### src/rtl/pit_pkg.sv
package pit_pkg;

    localparam int CTRL_W = 26;

    // control bit positions
    localparam int CB_RUN     = 0;
    localparam int CB_FRESH   = 1;
    localparam int CB_CMPIE   = 2;
    localparam int CB_RELOAD  = 3;
    localparam int CB_SOFTRST = 16;
    localparam int CB_OVERWR  = 17;
    localparam int CB_DBG     = 18;
    localparam int CB_WAIT    = 19;
    localparam int CB_DOZE    = 20;
    localparam int CB_STOP    = 21;

    // bits that survive a soft reset
    localparam logic [CTRL_W-1:0] KEEP_MASK =
        (CTRL_W'(1) << CB_RUN)  | (CTRL_W'(1) << CB_FRESH) |
        (CTRL_W'(1) << CB_DBG)  | (CTRL_W'(1) << CB_WAIT)  |
        (CTRL_W'(1) << CB_DOZE) | (CTRL_W'(1) << CB_STOP);

    // word offsets
    localparam int OFS_CTRL = 0;
    localparam int OFS_STAT = 1;
    localparam int OFS_LOAD = 2;
    localparam int OFS_CMP  = 3;
    localparam int OFS_CNT  = 4;

    typedef enum logic [1:0] {
        ST_HALT    = 2'd0,
        ST_RUN     = 2'd1,
        ST_AT_ZERO = 2'd2
    } cnt_state_e;

    typedef enum logic [1:0] {
        LD_NONE    = 2'd0,
        LD_SOFTRST = 2'd1,
        LD_START   = 2'd2,
        LD_OVERWR  = 2'd3
    } load_src_e;

endpackage

### src/rtl/pit_regs.sv
module pit_regs
    import pit_pkg::*;
#(
    parameter int DATA_W = 32,
    parameter int ADDR_W = 12
) (
    input  logic                clk,
    input  logic                rst_n,
    input  logic                bus_we,
    input  logic [ADDR_W-1:0]   bus_addr,
    input  logic [DATA_W-1:0]   bus_wdata,
    output logic [DATA_W-1:0]   bus_rdata,
    input  logic                match,
    input  logic [DATA_W-1:0]   cnt_q,
    output logic [CTRL_W-1:0]   ctrl_q,
    output logic [DATA_W-1:0]   load_q,
    output logic [DATA_W-1:0]   cmp_q,
    output logic                sts_q,
    output logic                en_nxt,
    output logic                ld_req,
    output logic [DATA_W-1:0]   ld_data
);

    localparam int WORD_W = ADDR_W - 2;
    localparam logic [DATA_W-1:0] ALL_ONES = '1;

    logic [WORD_W-1:0] word;
    logic              aligned;
    logic              wr_ctrl, wr_stat, wr_load, wr_cmp;
    logic [CTRL_W-1:0] ctrl_wval, ctrl_d;
    logic              swr, en_rise;
    load_src_e         ld_src;

    assign word    = bus_addr[ADDR_W-1:2];
    assign aligned = (bus_addr[1:0] == 2'b00);

    assign wr_ctrl = bus_we && aligned && (word == WORD_W'(OFS_CTRL));
    assign wr_stat = bus_we && aligned && (word == WORD_W'(OFS_STAT));
    assign wr_load = bus_we && aligned && (word == WORD_W'(OFS_LOAD));
    assign wr_cmp  = bus_we && aligned && (word == WORD_W'(OFS_CMP));

    assign ctrl_wval = bus_wdata[CTRL_W-1:0];
    assign swr       = wr_ctrl && ctrl_wval[CB_SOFTRST];
    assign ctrl_d    = swr ? (ctrl_wval & KEEP_MASK) : ctrl_wval;
    assign en_nxt    = wr_ctrl ? ctrl_d[CB_RUN] : ctrl_q[CB_RUN];
    assign en_rise   = wr_ctrl && !ctrl_q[CB_RUN] && ctrl_d[CB_RUN];

    // select the source of a direct counter load
    always_comb begin
        if (swr) begin
            ld_src = LD_SOFTRST;
        end else if (en_rise && ctrl_d[CB_FRESH]) begin
            ld_src = LD_START;
        end else if (wr_load && ctrl_q[CB_OVERWR]) begin
            ld_src = LD_OVERWR;
        end else begin
            ld_src = LD_NONE;
        end
    end

    always_comb begin
        ld_req  = 1'b1;
        ld_data = ALL_ONES;
        unique case (ld_src)
            LD_NONE: begin
                ld_req  = 1'b0;
                ld_data = cnt_q;
            end
            LD_SOFTRST: ld_data = ALL_ONES;
            LD_START:   ld_data = ctrl_d[CB_RELOAD] ? load_q : ALL_ONES;
            LD_OVERWR:  ld_data = bus_wdata;
            default:    ld_req  = 1'b0;
        endcase
    end

    always_ff @(posedge clk or negedge rst_n) begin
        if (!rst_n) begin
            ctrl_q <= '0;
        end else if (wr_ctrl) begin
            ctrl_q <= ctrl_d;
        end
    end

    always_ff @(posedge clk or negedge rst_n) begin
        if (!rst_n) begin
            sts_q <= 1'b0;
        end else if (swr) begin
            sts_q <= 1'b0;
        end else if (match) begin
            sts_q <= 1'b1;
        end else if (wr_stat && bus_wdata[0]) begin
            sts_q <= 1'b0;
        end
    end

    always_ff @(posedge clk or negedge rst_n) begin
        if (!rst_n) begin
            load_q <= ALL_ONES;
        end else if (swr) begin
            load_q <= ALL_ONES;
        end else if (wr_load) begin
            load_q <= bus_wdata;
        end
    end

    always_ff @(posedge clk or negedge rst_n) begin
        if (!rst_n) begin
            cmp_q <= '0;
        end else if (swr) begin
            cmp_q <= '0;
        end else if (wr_cmp) begin
            cmp_q <= bus_wdata;
        end
    end

    // read mux
    always_comb begin
        bus_rdata = '0;
        if (aligned) begin
            case (word)
                WORD_W'(OFS_CTRL): bus_rdata = DATA_W'(ctrl_q);
                WORD_W'(OFS_STAT): bus_rdata = DATA_W'(sts_q);
                WORD_W'(OFS_LOAD): bus_rdata = load_q;
                WORD_W'(OFS_CMP):  bus_rdata = cmp_q;
                WORD_W'(OFS_CNT):  bus_rdata = cnt_q;
                default:           bus_rdata = '0;
            endcase
        end
    end

endmodule

### src/rtl/pit_cnt_fsm.sv
module pit_cnt_fsm
    import pit_pkg::*;
#(
    parameter int DATA_W = 32
) (
    input  logic              clk,
    input  logic              rst_n,
    input  logic              tick,
    input  logic              en_nxt,
    input  logic              rld,
    input  logic              ocien,
    input  logic              ld_req,
    input  logic [DATA_W-1:0] ld_data,
    input  logic [DATA_W-1:0] load_q,
    input  logic [DATA_W-1:0] cmp_q,
    output logic [DATA_W-1:0] cnt_q,
    output logic              match
);

    localparam logic [DATA_W-1:0] ALL_ONES = '1;
    localparam logic [DATA_W-1:0] ONE      = DATA_W'(1);

    cnt_state_e        state_q, state_nxt;
    logic [DATA_W-1:0] cnt_nxt;
    logic              step;

    // next count and next state
    always_comb begin
        cnt_nxt = cnt_q;
        step    = 1'b0;
        if (ld_req) begin
            cnt_nxt = ld_data;
        end else if (tick) begin
            unique case (state_q)
                ST_HALT: begin
                    cnt_nxt = cnt_q;
                end
                ST_RUN: begin
                    cnt_nxt = cnt_q - ONE;
                    step    = 1'b1;
                end
                ST_AT_ZERO: begin
                    cnt_nxt = rld ? load_q : ALL_ONES;
                    step    = 1'b1;
                end
                default: begin
                    cnt_nxt = cnt_q;
                end
            endcase
        end

        if (!en_nxt) begin
            state_nxt = ST_HALT;
        end else if (cnt_nxt == '0) begin
            state_nxt = ST_AT_ZERO;
        end else begin
            state_nxt = ST_RUN;
        end
    end

    // state register
    always_ff @(posedge clk or negedge rst_n) begin
        if (!rst_n) begin
            state_q <= ST_HALT;
            cnt_q   <= ALL_ONES;
        end else begin
            state_q <= state_nxt;
            cnt_q   <= cnt_nxt;
        end
    end

    // outputs
    always_comb begin
        match = step && ocien && (cnt_nxt == cmp_q);
    end

endmodule

### src/rtl/pit_irq.sv
module pit_irq (
    input  logic clk,
    input  logic rst_n,
    input  logic sts,
    input  logic ocien,
    output logic irq
);

    always_ff @(posedge clk or negedge rst_n) begin
        if (!rst_n) begin
            irq <= 1'b0;
        end else begin
            irq <= sts && ocien;
        end
    end

endmodule

### src/rtl/pit_timer.sv
module pit_timer
    import pit_pkg::*;
#(
    parameter int DATA_W = 32,
    parameter int ADDR_W = 12
) (
    input  logic              clk,
    input  logic              rst_n,
    input  logic              tick,
    input  logic              bus_we,
    input  logic [ADDR_W-1:0] bus_addr,
    input  logic [DATA_W-1:0] bus_wdata,
    output logic [DATA_W-1:0] bus_rdata,
    output logic              irq
);

    logic [CTRL_W-1:0] ctrl_q;
    logic [DATA_W-1:0] load_q, cmp_q, cnt_q, ld_data;
    logic              sts_q, en_nxt, ld_req, match;

    pit_regs #(.DATA_W(DATA_W), .ADDR_W(ADDR_W)) u_regs (
        .clk       (clk),
        .rst_n     (rst_n),
        .bus_we    (bus_we),
        .bus_addr  (bus_addr),
        .bus_wdata (bus_wdata),
        .bus_rdata (bus_rdata),
        .match     (match),
        .cnt_q     (cnt_q),
        .ctrl_q    (ctrl_q),
        .load_q    (load_q),
        .cmp_q     (cmp_q),
        .sts_q     (sts_q),
        .en_nxt    (en_nxt),
        .ld_req    (ld_req),
        .ld_data   (ld_data)
    );

    pit_cnt_fsm #(.DATA_W(DATA_W)) u_cnt (
        .clk     (clk),
        .rst_n   (rst_n),
        .tick    (tick),
        .en_nxt  (en_nxt),
        .rld     (ctrl_q[CB_RELOAD]),
        .ocien   (ctrl_q[CB_CMPIE]),
        .ld_req  (ld_req),
        .ld_data (ld_data),
        .load_q  (load_q),
        .cmp_q   (cmp_q),
        .cnt_q   (cnt_q),
        .match   (match)
    );

    pit_irq u_irq (
        .clk   (clk),
        .rst_n (rst_n),
        .sts   (sts_q),
        .ocien (ctrl_q[CB_CMPIE]),
        .irq   (irq)
    );

endmodule

### config.mk
export PLATFORM = sky130hd
export DESIGN_NAME = pit_timer
export DESIGN_NICKNAME = d
export VERILOG_FILES = /design/src/rtl/pit_pkg.sv /design/src/rtl/pit_regs.sv /design/src/rtl/pit_cnt_fsm.sv /design/src/rtl/pit_irq.sv /design/src/rtl/pit_timer.sv
export SDC_FILE = /design/constraint.sdc
export NUM_CORES = 1
export LEC_CHECK = 0
export ABC_CLOCK_PERIOD_IN_PS = 10600
export BUFFER_PORTS_ARGS = -buffer_cell sky130_fd_sc_hd__buf_2
export CAP_MARGIN = 30
export CORE_MARGIN = 5
export CORE_UTILIZATION = 50
export DETAILED_ROUTE_END_ITERATION = 12
export MAX_ROUTING_LAYER = met4
export PLACE_DENSITY = 0.67
export REMOVE_ABC_BUFFERS = 1
export SLEW_MARGIN = 10
export SYNTH_ARGS = -nofsm -noshare
export SYNTH_HDL_FRONTEND = slang
export SYNTH_SLANG_ARGS = --single-unit
### constraint.sdc
create_clock -name clk -period 10.6 [get_ports clk]
set_input_delay 0.53 -clock clk [delete_from_list [all_inputs] [get_ports clk]]
set_output_delay 0.53 -clock clk [all_outputs]
set_load 0.02 [all_outputs]
Word level (Yosys, flattened, before mapping)
Index checks and enable logic that the tools add are counted.
Word-level totals
  register bits: 126
  input bits: 48
  output and inout bits: 33
  word-level logic and storage cells: 66
Cells by class
  add/subtract/negate cells: 1
  equal/unequal tests: 10
  multiplexer cells: 25
  reduce and logical (&&, ||, !) cells: 23
Operators with widths (count)
  2-to-1 mux 32 bit: 9
  one-hot mux 32 bit (5 select lines): 1
  one-hot mux 32 bit (3 select lines): 1
  one-hot mux 32 bit (2 select lines): 1
  == test 32 bit: 1
  zero test 32 bit: 1
  subtractor 32 x 1 -> 32 bit, second input constant: 1
  2-to-1 mux 26 bit: 1
  == test 10 x 2 -> 1 bit, second input constant: 2
  logical AND 1 bit: 14
  == test 10 x 1 -> 1 bit, second input constant: 1
  == test 10 x 3 -> 1 bit, second input constant: 1
  zero test 10 bit: 1
  2-to-1 mux 2 bit: 5
  2-to-1 mux 1 bit: 7
  == test 2 bit, second input constant: 3
  == test 2 x 1 -> 1 bit, second input constant: 2
  zero test 2 bit: 2
  nonzero test 2 bit: 2
  nonzero test 3 bit: 1
  OR reduction 2 bit: 1
  zero test 1 bit: 1

Depth between registers and ports, before layout
Gate-level depths: netlist of the first run.
  depth in word-level cells: 16
  gate-level depth with buffers: 14
  mapped depth without buffers: 12

Modules after synthesis
From an unflattened synthesis of the first run, not the netlist that was laid out.
Second synthesis, totals
  cell total of the unflattened synthesis: 1188
  area, all modules: 9783.1 um2
Modules (own cells, without submodules)
  pit_regs: instances 1, cells an instance 658, area each 5834.3 um2, sequential area each 2317.2 um2
  pit_cnt_fsm: instances 1, cells an instance 528, area each 3917.5 um2, sequential area each 890.9 um2
  pit_irq: instances 1, cells an instance 2, area each 31.3 um2, sequential area each 25.0 um2

Worst setup path before layout of the first run
Ideal clock, no wire load.
  kind: register -> register
  from: register u_cnt.cnt_q[0]
  to: register u_regs.sts_q
  library setup time: 95 ps
  data arrival time: 3438 ps
  data required time: 10505 ps
  path slack: 7067 ps
  cell stages (with the launch flop): 13
  path buffers: 0
  clock period less this slack: 3533 ps
  cells stage by stage: dfstp_2 -> inv_1 -> ha_1 -> or3b_2 -> or4_4 -> or3_1 -> a41o_1 -> o21ai_2 -> o221ai_2 -> or4_1 -> nor4_1 -> nand4_1 -> o31ai_1
Between the ends
  longest elaborated chain between the ends: 8
  elaborated cells between the ends (all ways): 9
  those cells by class: add/sub (1); eq/ne (1); mux (5); reduce/logical (2)
RTL lines
  from (decl): line pit_cnt_fsm.sv:16  | output logic [DATA_W-1:0] cnt_q,
  from (signal assigned): line pit_cnt_fsm.sv:68  | cnt_q <= cnt_nxt;
  subtractor 32 x 1 -> 32 bit *: line pit_cnt_fsm.sv:39  | cnt_nxt = cnt_q - ONE;
  one-hot mux 32 bit (2 select lines) *: line pit_cnt_fsm.sv:34  | unique case (state_q)
  2-to-1 mux 32 bit *: line pit_cnt_fsm.sv:33  | end else if (tick) begin
  2-to-1 mux 32 bit *: line pit_cnt_fsm.sv:31  | if (ld_req) begin
  net u_cnt.cnt_nxt[16]: line pit_cnt_fsm.sv:24  | logic [DATA_W-1:0] cnt_nxt;
  == test 32 bit *: line pit_cnt_fsm.sv:74  | match = step && ocien && (cnt_nxt == cmp_q);
  logical AND 1 bit *: line pit_cnt_fsm.sv:74
  2-to-1 mux 1 bit: line pit_regs.sv:89  | end else if (match) begin
  2-to-1 mux 1 bit: line pit_regs.sv:87  | end else if (swr) begin
  to (signal assigned): line pit_regs.sv:86  | sts_q <= 1'b0;
  to (signal assigned): line pit_regs.sv:88  | sts_q <= 1'b0;
  to (signal assigned): line pit_regs.sv:90  | sts_q <= 1'b1;
  to (decl): line pit_regs.sv:18  | output logic sts_q,
The timed path passes the listed nets; every way through them passes the cells marked *.
A chain may end at the register's enable or synchronous reset.

Worst setup path after layout of the first run
  from: input bus_addr[7]
  to: register u_regs.sts_q
Between the ends
  longest elaborated chain between the ends: 14
  elaborated cells between the ends (all ways): 30
  those cells by class: eq/ne (6); mux (10); reduce/logical (14)
RTL lines
  from (decl): line pit_timer.sv:11  | input logic [ADDR_W-1:0] bus_addr,
  zero test 10 bit: line pit_regs.sv:37  | assign wr_ctrl = bus_we && aligned && (word == WORD_W'(OFS_CTRL));
  logical AND 1 bit: line pit_regs.sv:37
  logical AND 1 bit (2 in a row): line pit_regs.sv:46  | assign en_rise = wr_ctrl && !ctrl_q[CB_RUN] && ctrl_d[CB_RUN];
  logical AND 1 bit: line pit_regs.sv:52  | end else if (en_rise && ctrl_d[CB_FRESH]) begin
  2-to-1 mux 2 bit: line pit_regs.sv:52
  2-to-1 mux 2 bit: line pit_regs.sv:50  | if (swr) begin
  == test 2 bit / == test 2 x 1 -> 1 bit (equally long branches): line pit_regs.sv:64  | unique case (ld_src)
  one-hot mux 32 bit (3 select lines): line pit_regs.sv:64
  2-to-1 mux 32 bit *: line pit_cnt_fsm.sv:31
  net u_cnt.cnt_nxt[9]: line pit_cnt_fsm.sv:24
  == test 32 bit *: line pit_cnt_fsm.sv:74
  logical AND 1 bit *: line pit_cnt_fsm.sv:74
  2-to-1 mux 1 bit: line pit_regs.sv:89
  2-to-1 mux 1 bit: line pit_regs.sv:87
Marks and branches as above.

==> key figures, run 1 <==
Clock tree
  – Clock-pin slew on the worst setup and hold paths: 60 ps
  – H-tree levels: 4
  – Post-CTS Hold Fix Bufs: 0
  – Buffer depth of the longest clock path: 2
  – CTS Sinks: 126
  – Number of CTS-inserted buffers: 17
  – # Post-CTS Setup Buffers: 0
  – Buffer cell driving the clock tree root: clkbuf_16
  – TritonCTS clock tree: yes
  – CTS resizes: 0
  – Clock network latency to the later pin of the worst-skew pair: 440 ps

Route
  – Avg WL per Cell: 27.5 um
  – Routed vias/inst: 6.96
  – Violation count after the first detailed-routing iteration: 1671
  – Number of remaining DRC errors: 0
  – Router iterations before antenna repair: 7
  – Routed wire length: 35900 um
  – Vias: 9092
  – Final ANT Viol Nets: 0

Global route
  – Final global-route overflow total: 0
  – Number of global-route vias before repair: 8523
  – Total GRT Usage: 0.381
  – Met3 routing resource usage after global routing: 0.0856
  – Wire length of the first global-routing pass: 54500 um
  – Met1 track demand over resource in global routing: 0.524
  – Antenna violations before repair: 1
  – Pin count of the biggest net entering global routing: 54
  – Grt peak-use layer: met2
  – Met2 usage: 0.552

Final layout
  – Share of post-route cells with drive strength above 1: 0.208
  – Net count reported at finish: 1123
  – Footprint of the multi-input gates: 0.00460 mm2
  – Count of fill cells added during filler insertion: 1545
  – Layout overhead on the synthesized area: 15.2%
  – Register area: 0.00323 mm2

Floorplan
  – Placement row count: 47
  – Width of the chip: 138 um
  – Area of the core: 0.0163 mm2
  – Number of ports placed on the die boundary: 81
  – Die Outline Area: 0.0191 mm2
  – Effective utilization at floorplan: 0.504
  – Die Y-Extent: 138 um

Critical path
  – Category of the most critical setup path: input pin to register
  – Maximum fanout count along the critical path: 15
  – Worst setup SP type: input pin
  – Sort of element at the end of the critical path: register
  – Data arrival at the endpoint of the critical path: 4710 ps
  – Required time of the critical path: 10930 ps

Timing
  – Hold violation total from the final report: 0
  – Number of slew-limit violations in the final report: 0
  – RSZ-0062 raised after global routing: false
  – Minimum clock period: 4380 ps
  – Max frequency: 228 MHz
  – Setup total negative slack: 0 ps
  – Final clock period utilization by the worst path: 0.413
  – Slew at the pin closest to its max-slew limit: 929 ps
  – Fin Clk Skew: 8.73 ps
  – Headroom to the max-slew limit: 0.380
  – Number of failing setup endpoints in the final timing report: 0

Power and ir drop
  – Post-layout total power: 0.00121 W
  – Pwr per Cell Area: 127 mW/mm2
  – Worst voltage drop across the vdd grid: 0.120 mV
  – Leakage power: 3.86 nW

Placed design
  – Post-detailed-placement half-perimeter wirelength: 24800 um
  – GPL Wtd Cong: 1.04
  – Port Buf Inserts: 80

Yosys
  – Cell area after technology mapping: 0.00823 mm2
  – Asr flop ratio synth: 1.00
  – Count of yosys warnings during synthesis: 0
  – Fraction of the yosys area taken by sequential cells: 0.393
  – Primary flip-flop cell chosen by synthesis mapping: dfstp_2
  – Flop and latch count out of synthesis: 126
  – Post-Syn Area per Cell: 8.06 um2
  – Unique masters post-synth: 75
  – Count of mapped cells out of synthesis: 1022
  – Number of synthesized flops with an enable pin: 0

Status
  – Run status: finished clean

Min path
  – Class of the worst hold path: input pin to asynchronous set/reset pin

Run
  – Number of max-capacitance violations reported: 0
## through the flow
| step | utilization | cell area [um2] | std cells | setup WS [ps] | hold WS, ps |
|---|---|---|---|---|---|
| 6_report | 0.580 | 9480 | 1306 | 6220 | 9.29 |
| 5_1_grt | 0.580 | 9480 | 1306 | 6260 | 41.5 |
| 4_1_cts | 0.578 | 9440 | 1303 | 6410 | 15.8 |
| 3_5_place_dp | 0.540 | 8830 | 1271 | 5960 | 466 |
| 3_3_place_gp | 0.540 | 8830 | 1270 | 6060 | 469 |
| 2_1_floorplan | - | 7920 | 943 | 4790 | 234 |
## critical path, stage by stage
cell and delay (ps):
buf_2 100, nor4_1 560, nand3_1 740, a21oi_1 720, nor4_1 180, o21ai_0 670, xnor2_1 190, o2111ai_1 230
nor4_1 340, nand4_1 140, o31ai_1 290
## placed cells by master, fill, tap and decap left out, types with 28 or more instances in the layout
cell and n:
nand3_1 58, a222oi_1 31, dfrtp_1 62, nand2_1 198, nor2_1 59, buf_2 79, a21oi_1 88, dfstp_2 64
inv_1 30, buf_4 28, o21ai_0 51
## routing by layer
layer | part of all wire | wire length (um)
met1 | 0.40 | 14400
met2 | 0.44 | 15800
met3 | 0.12 | 4370
met4 | 0.038 | 1360
met5 | 0 | 0
## synth_stat cells (all sizes together) (7+ instances only)
library cell / n / share of area
nor4: 29 / 0.024
o21ai: 62 / 0.038
o22ai: 7 / 0.0053
nor3: 18 / 0.011
xnor2: 10 / 0.011
clkbuf: 73 / 0.033
o221ai: 11 / 0.012
dfstp: 64 / 0.20
dfrtp: 62 / 0.19
a22o: 19 / 0.020
and2: 7 / 0.0053
nand4: 8 / 0.0061
nor2: 60 / 0.027
xor2: 12 / 0.013
a222oi: 31 / 0.038
o211ai: 16 / 0.015
nand2b: 10 / 0.0076
or4: 17 / 0.016
o31ai: 9 / 0.0082
nand3: 59 / 0.036
nand2: 198 / 0.090
inv: 30 / 0.014
a21oi: 88 / 0.053
## cell type report
type | count | share of cell area
multi-input combinational | 787 | 0.485
sequential | 126 | 0.341
timing repair buffer | 110 | 0.0683
clock buffer | 19 | 0.0467
tap | 220 | 0.0290
clock inverter | 13 | 0.0174
inverter | 30 | 0.0119
antenna | 1 | 0.000264
## registers in the layout, indices dropped and copies added (netlist names)
register and flops:
u_irq.irq 1, u_regs.cmp_q 32, u_cnt.state_q 2, u_regs.load_q 32, u_regs.ctrl_q 26, u_regs.sts_q 1
u_cnt.cnt_q 32
## worst paths after layout
kind,startpoint,to,slack [ps],cells after the start
max in group asynchronous,rst_n,u_regs.ctrl_q[15],9540,2
min reg2reg,u_regs.ctrl_q[16],u_regs.ctrl_q[16],500,1
max reg2reg,u_cnt.cnt_q[1],u_cnt.state_q[1],6500,12
min in group clk,bus_wdata[31],u_regs.cmp_q[31],320,3
max,bus_addr[7],u_regs.sts_q,6220,11
min,rst_n,u_regs.ctrl_q[24],9,1
## cells by family (layout without fill, tap and decap cells)
family	after synthesis	count (layout)	share of synthesized area
muxes	10	10	0.0131
DFF	126	126	0.393
and+or+nand+nor	440	440	0.254
buffers and inverters	109	172	0.0518
xor gates and xnor gates	22	22	0.0234
adders and majority gates	3	3	0.00456
AOI/OAI and AO/OA	312	312	0.261
other	0	1	0
## report_power, final
group / internal, W / switching [W] / total (W)
registers: 0.000493 / 0.0000132 / 0.000507
clock network: 0.000377 / 0.000245 / 0.000622
logic: 0.0000251 / 0.0000529 / 0.0000781
Note: power is estimated with default switching activity, not from simulation.
==> run 2, diff against run 1 <==
--- a/config.mk
+++ b/config.mk
@@ -5,14 +5,14 @@
 export SDC_FILE = /design/constraint.sdc
 export NUM_CORES = 1
 export LEC_CHECK = 0
-export ABC_CLOCK_PERIOD_IN_PS = 10600
+export ABC_CLOCK_PERIOD_IN_PS = 3600
 export BUFFER_PORTS_ARGS = -buffer_cell sky130_fd_sc_hd__buf_2
 export CAP_MARGIN = 30
 export CORE_MARGIN = 5
 export CORE_UTILIZATION = 50
 export DETAILED_ROUTE_END_ITERATION = 12
 export MAX_ROUTING_LAYER = met4
-export PLACE_DENSITY = 0.67
+export PLACE_DENSITY = 0.7
 export REMOVE_ABC_BUFFERS = 1
 export SLEW_MARGIN = 10
 export SYNTH_ARGS = -nofsm -noshare
==> constraint.sdc (replaced) <==
create_clock -name clk -period 3.6 [get_ports clk]
set_input_delay 0.18 -clock clk [delete_from_list [all_inputs] [get_ports clk]]
set_output_delay 0.18 -clock clk [all_outputs]
set_load 0.02 [all_outputs]
==> run 2 against run 1 <==
Wire length grew 7.1%. Worst setup slack got worse by 6200 ps. Worst hold slack worse by 3.5 ps. Critical endpoint unchanged. Largest power group unchanged. Highest routed layer unchanged.
==> key figures, run 2 (same netlist as run 1, synthesis figures left out) <==
Final layout
  – Net count reported at finish: 1246
  – Layout overhead on the synthesized area: 29.7%
  – Share of post-route cells with drive strength above 1: 0.308
  – Count of fill cells added during filler insertion: 1465
  – Diodes inserted: 0
  – Non-filler cells in the finished layout: 1428
  – Most common cell after layout, fill and taps aside: nand2_1
  – Highest-count cells in the layout ignoring fill and taps: 198 x nand2_1, 141 x buf_4, 88 x a21oi_1
  – Largest registers in the final layout: u_cnt.cnt_q (32), u_regs.cmp_q (32), u_regs.load_q (32)

Min path
  – Endpoint of the worst hold-timing path: u_regs.load_q[21]
  – Worst min-delay path startpoint: bus_wdata[21]
  – Worst hold path depth: 3
  – Class of the worst hold path: input pin to register

Clock tree
  – H-tree levels: 4
  – Clock-pin slew on the worst setup and hold paths: 60 ps
  – Buffer depth of the longest clock path: 2
  – Buffer cell driving the clock tree root: clkbuf_16
  – TritonCTS clock tree: yes
  – Number of CTS-inserted buffers: 17
  – Clock network latency to the later pin of the worst-skew pair: 430 ps
  – CTS Sinks: 126

Global route
  – Total GRT Usage: 0.404
  – Wire length of the first global-routing pass: 57600 um
  – Antenna violations before repair: 0
  – Number of global-route vias before repair: 9275
  – Pin count of the biggest net entering global routing: 72
  – Final global-route overflow total: 0

Route
  – Violation count after the first detailed-routing iteration: 1513
  – Routed vias/inst: 6.86
  – Router iterations before antenna repair: 6
  – Vias: 9791
  – Routed wire length: 38500 um
  – Number of remaining DRC errors: 0
  – Avg WL per Cell: 27.0 um
  – Final ANT Viol Nets: 0

Timing
  – Worst hold margin: 5.81 ps
  – Number of failing setup endpoints in the final timing report: 0
  – Minimum clock period: 3540 ps
  – Final clock period utilization by the worst path: 0.984
  – Max frequency: 282 MHz
  – Setup total negative slack: 0 ps
  – Number of slew-limit violations in the final report: 0
  – Fin Clk Skew: 8.17 ps
  – Worst setup margin: 59.2 ps
  – Hold violation total from the final report: 0
  – Slew at the pin closest to its max-slew limit: 817 ps
  – Headroom to the max-slew limit: 0.455
  – RSZ-0062 raised after global routing: true

Floorplan
  – Number of ports placed on the die boundary: 81
  – Width of the chip: 138 um
  – Effective utilization at floorplan: 0.504
  – Die Y-Extent: 138 um
  – Area of the core: 0.0163 mm2
  – Die Outline Area: 0.0191 mm2
  – Placement row count: 47

Power and ir drop
  – Worst voltage drop across the vdd grid: 0.351 mV
  – Leakage power: 4.52 nW
  – Pwr per Cell Area: 348 mW/mm2

Placed design
  – GPL Wtd Cong: 1.08
  – Setup Slack @ Placement: -73.9 ps
  – Count of placed standard cells including taps: 1383
  – Port Buf Inserts: 80
  – Post-detailed-placement half-perimeter wirelength: 28400 um

Status
  – Run status: finished clean

Critical path
  – Minimum setup slack among reg-to-reg paths: 60 ps
  – Maximum fanout count along the critical path: 4
  – Worst reg2reg endpoint: u_regs.sts_q
  – Required time of the critical path: 3940 ps
  – Worst setup SP type: register
  – Sort of element at the end of the critical path: register
  – Data arrival at the endpoint of the critical path: 3880 ps
  – R2r startpoint: u_cnt.cnt_q[1]
  – Path depth of the worst reg2reg path: 13
  – Category of the most critical setup path: register to register

Run
  – Number of max-capacitance violations reported: 0
-- run 2: cell types whose count changed in the layout (fill, tap and decap cells not counted), sizes merged --
cell / before / now
dlygate4sd3: 0 / 6
bufinv: 3 / 4
clkbuf: 19 / 20
buf: 110 / 227
inv: 32 / 31
diode: 1 / 0
clkinvlp: 4 / 3
-- run 2: repair_timing --
item,CTS,global route
endpoints found under the setup margin,3,3
hold endpoints to repair,33,0
setup buffers,4,3
gates resized for setup,8,27
hold buffers,6,0
pin swaps,12,19
-- run 2: worst max-delay path, stage by stage, from the launching register on --
cell       delay, ps
dfstp_2          380
buf_6            110
or4_4            550
or4_4            550
buf_6            140
buf_4            150
nor4b_4          290
xor2_1           170
o21bai_1         100
o221ai_2          90
o2111ai_2        190
nor4_4           320
nand4_1          160
o31ai_2          250
-- run 2: layout make-up --
type	count	area, um2	area share
Sequential cell	126	3230	0.303
Clock buffer	20	467	0.0437
Multi-Input combinational cell	787	4770	0.447
Clock inverter	12	183	0.0171
Timing Repair Buffer	233	1640	0.153
Tap cell	220	275	0.0258
Inverter	30	113	0.0105
-- run 2: report_power, final --
part / switching (W) / internal (W) / leakage, nW
combinational: 0.000186 / 0.000116 / 2.69
sequential: 0.0000280 / 0.00145 / 1.52
clock: 0.000711 / 0.00122 / 0.309
-- run 2: routing by layer --
| metal | up-vias | track usage | wire length [um] |
|---|---|---|---|
| li1 | 4163 | - | - |
| met1 | 4724 | 0.531 | 15100 |
| met2 | 763 | 0.601 | 16900 |
| met3 | 141 | 0.0953 | 4580 |
| met4 | 0 | 0.173 | 1870 |
| met5 | - | - | 0 |
-- run 2: worst max-delay path by stage --
stage | start | endpoint | slack [ps] | cells after the start
after floorplan | bus_addr[7] | u_regs.sts_q | -1640 | 9
after global placement | u_cnt.cnt_q[1] | u_regs.sts_q | -110 | 12
after detailed placement | u_cnt.cnt_q[1] | u_regs.sts_q | -70 | 12
after CTS | u_cnt.cnt_q[1] | u_regs.sts_q | -30 | 11
after global routing | u_cnt.cnt_q[1] | u_regs.sts_q | -110 | 13
final | u_cnt.cnt_q[1] | u_regs.sts_q | 60 | 13
-- run 2: stage by stage --
stage | utilization | instance area (um2) | total power, W
floorplan | - | 7920 | 0.00159
global placement | 0.596 | 9740 | 0.00177
detailed placement | 0.596 | 9740 | 0.00177
CTS | 0.643 | 10500 | 0.00369
global route | 0.653 | 10700 | 0.00379
finish | 0.653 | 10700 | 0.00371
==> run 3, diff against run 2 <==
--- a/config.mk
+++ b/config.mk
@@ -6,13 +6,13 @@
 export NUM_CORES = 1
 export LEC_CHECK = 0
 export ABC_CLOCK_PERIOD_IN_PS = 3600
-export BUFFER_PORTS_ARGS = -buffer_cell sky130_fd_sc_hd__buf_2
 export CAP_MARGIN = 30
 export CORE_MARGIN = 5
 export CORE_UTILIZATION = 50
 export DETAILED_ROUTE_END_ITERATION = 12
+export DONT_BUFFER_PORTS = 1
 export MAX_ROUTING_LAYER = met4
-export PLACE_DENSITY = 0.7
+export PLACE_DENSITY = 0.66
 export REMOVE_ABC_BUFFERS = 1
 export SLEW_MARGIN = 10
 export SYNTH_ARGS = -nofsm -noshare
==> run 3 against run 2 <==
Register-to-register slack worse by 50 ps. Critical endpoint is now u_cnt.state_q[1]. Largest cell class unchanged. Fmax down 1.4%. Combinational power down 4%. Largest power group unchanged. Critical path depth up 1. Cell count down 1.5%. Clock skew up 1.1 ps.
==> key figures, run 3 (same netlist as run 1, synthesis figures left out) <==
Timing
  – Final clock period utilization by the worst path: 0.997
  – Number of failing setup endpoints in the final timing report: 0
  – Slew at the pin closest to its max-slew limit: 881 ps
  – Max frequency: 279 MHz
  – Fin Clk Skew: 9.25 ps
  – Hold violation total from the final report: 0
  – Minimum clock period: 3590 ps
  – Number of slew-limit violations in the final report: 0
  – RSZ-0062 raised after global routing: true
  – Headroom to the max-slew limit: 0.413

Power and ir drop
  – Switching share of power: 0.266
  – Relative contribution of the clock network to total power: 0.509
  – Worst voltage drop across the vdd grid: 0.414 mV
  – Leakage power: 4.41 nW
  – Pwr per Cell Area: 335 mW/mm2
  – Cell-internal power: 0.00264 W
  – Share of power burned in combinational logic: 0.080
  – Reported net switching power: 0.000954 W
  – Part of the total power dissipated in sequential elements: 0.410

Clock tree
  – Clock network latency to the later pin of the worst-skew pair: 430 ps
  – TritonCTS clock tree: yes
  – H-tree levels: 4
  – Clock-pin slew on the worst setup and hold paths: 70 ps
  – Buffer cell driving the clock tree root: clkbuf_16
  – Number of CTS-inserted buffers: 17
  – CTS Sinks: 126
  – Buffer depth of the longest clock path: 2

Placed design
  – Count of placed standard cells including taps: 1335
  – Placed inst area: 0.00956 mm2
  – GPL Wtd Cong: 1.08
  – Post-detailed-placement half-perimeter wirelength: 28200 um
  – Port Buf Inserts: 0

Final layout
  – Most common cell after layout, fill and taps aside: nand2_1
  – Layout overhead on the synthesized area: 30.1%
  – Non-filler cells in the finished layout: 1407
  – Largest registers in the final layout: u_cnt.cnt_q (32), u_regs.cmp_q (32), u_regs.load_q (32)
  – Highest-count cells in the layout ignoring fill and taps: 198 x nand2_1, 174 x buf_4, 87 x a21oi_1
  – Post-route cell area: 0.0107 mm2
  – Count of fill cells added during filler insertion: 1413
  – Share of post-route cells with drive strength above 1: 0.272
  – Net count reported at finish: 1224

Global route
  – Number of global-route vias before repair: 9335
  – Antenna violations before repair: 1
  – Wire length of the first global-routing pass: 58600 um
  – Final global-route overflow total: 0
  – Total GRT Usage: 0.411
  – Pin count of the biggest net entering global routing: 127

Critical path
  – Worst setup SP type: register
  – Highest-delay cell along the critical path: or4_4
  – Maximum fanout count along the critical path: 6
  – Required time of the critical path: 3950 ps
  – Data arrival at the endpoint of the critical path: 3940 ps
  – Critical path, cell by cell: buf_4, nor4_1, buf_4, nand4_1, buf_4, mux2_1, a211oi_1, o221ai_1, buf_4, or4_4, nor4_4, buf_4, nand3_1, nor2_1
  – Most frequent cell on the critical path: buf_4
  – Sort of element at the end of the critical path: register
  – Biggest cell delay along the critical path: 550 ps
  – Category of the most critical setup path: register to register

Floorplan
  – Area of the core: 0.0163 mm2
  – Die Y-Extent: 138 um
  – Number of ports placed on the die boundary: 81
  – Die Outline Area: 0.0191 mm2
  – Width of the chip: 138 um
  – Placement row count: 47
  – Effective utilization at floorplan: 0.504

Run
  – Number of max-capacitance violations reported: 0

Route
  – Vias: 9625
  – Number of remaining DRC errors: 0
  – Routed vias/inst: 6.84
  – Violation count after the first detailed-routing iteration: 1445
  – Router iterations before antenna repair: 7
  – Avg WL per Cell: 27.7 um
  – Final ANT Viol Nets: 0
  – Routed wire length: 39000 um

Min path
  – Class of the worst hold path: input pin to register

Status
  – Run status: finished clean
-- run 3: cell types whose count changed in the layout (fill, tap and decap cells not counted), sizes merged --
cell         delta
dlygate4sd3    +27
bufinv          -2
diode           +1
clkbuf          -2
inv             +7
clkinv          -1
clkinvlp        -2
buf            -49
-- run 3: through the flow --
stage | setup TNS, ps | util | setup slack, ps | hold slack [ps] | total power (W)
2_1_floorplan | -101150 | - | -1640 | -116 | 0.00159
3_3_place_gp | -309 | 0.584 | -184 | -113 | 0.00169
3_5_place_dp | -477 | 0.584 | -174 | -112 | 0.00169
4_1_cts | 0 | 0.646 | 11.8 | 9.90 | 0.00357
5_1_grt | -80.9 | 0.655 | -67.9 | 23.1 | 0.00368
6_report | 0 | 0.655 | 10.4 | 37.2 | 0.00359
-- run 3: cell type report --
class                   instances  area, um2  area share
multi-input cells             787       4760       0.444
flip-flops and latches        126       3230       0.302
repair buffers                211       1720       0.161
clock buffers                  18        439      0.0410
well taps                     220        275      0.0257
clock inverters                14        171      0.0160
inverters                      30        113      0.0105
diodes                          1       2.50    0.000234
-- run 3: worst paths after layout --
check	slack, ps	to	cells past startpoint	start
max	10	u_cnt.state_q[1]	14	u_cnt.cnt_q[2]
min	40	u_cnt.cnt_q[24]	3	bus_wdata[3]
max reg2reg	10	u_cnt.state_q[1]	14	u_cnt.cnt_q[2]
min reg2reg	500	u_regs.load_q[11]	2	u_regs.load_q[11]
max in group asynchronous	2600	u_regs.ctrl_q[8]	2	rst_n
min in group asynchronous	290	u_regs.ctrl_q[2]	2	rst_n
-- run 3: power by group through the flow --
stage	logic (W)	registers [W]	clock network (W)
floorplan	0.0000938	0.00150	0
global placement	0.000196	0.00150	0
detailed placement	0.000195	0.00150	0
CTS	0.000272	0.00147	0.00183
global route	0.000307	0.00148	0.00190
finish	0.000289	0.00147	0.00183
-- run 3: what timing repair did --
action / 4_1_cts / 5_1_grt
pin swaps: 2 / 15
gates resized for setup: 6 / 25
setup buffers: 0 / 5
endpoints found under the setup margin: 3 / 3
endpoints found under the hold margin: 217 / 0
hold buffers: 34 / 0
-- run 3: critical path, delay by kind of cell (launching register included) --
kind            cells  cell delay (ps)
mux                 1              340
compound gates      2              400
buf+inv             5              900
flops               1              380
simple gates        6             1490
-- run 3: metal layers --
layer  up-vias  global-route usage  part of all wire
li1       4098                   -                 -
met4         0               0.155             0.042
met2       779               0.600              0.44
met1      4624               0.542              0.39
met5         -                   -                 0
met3       124               0.121              0.13
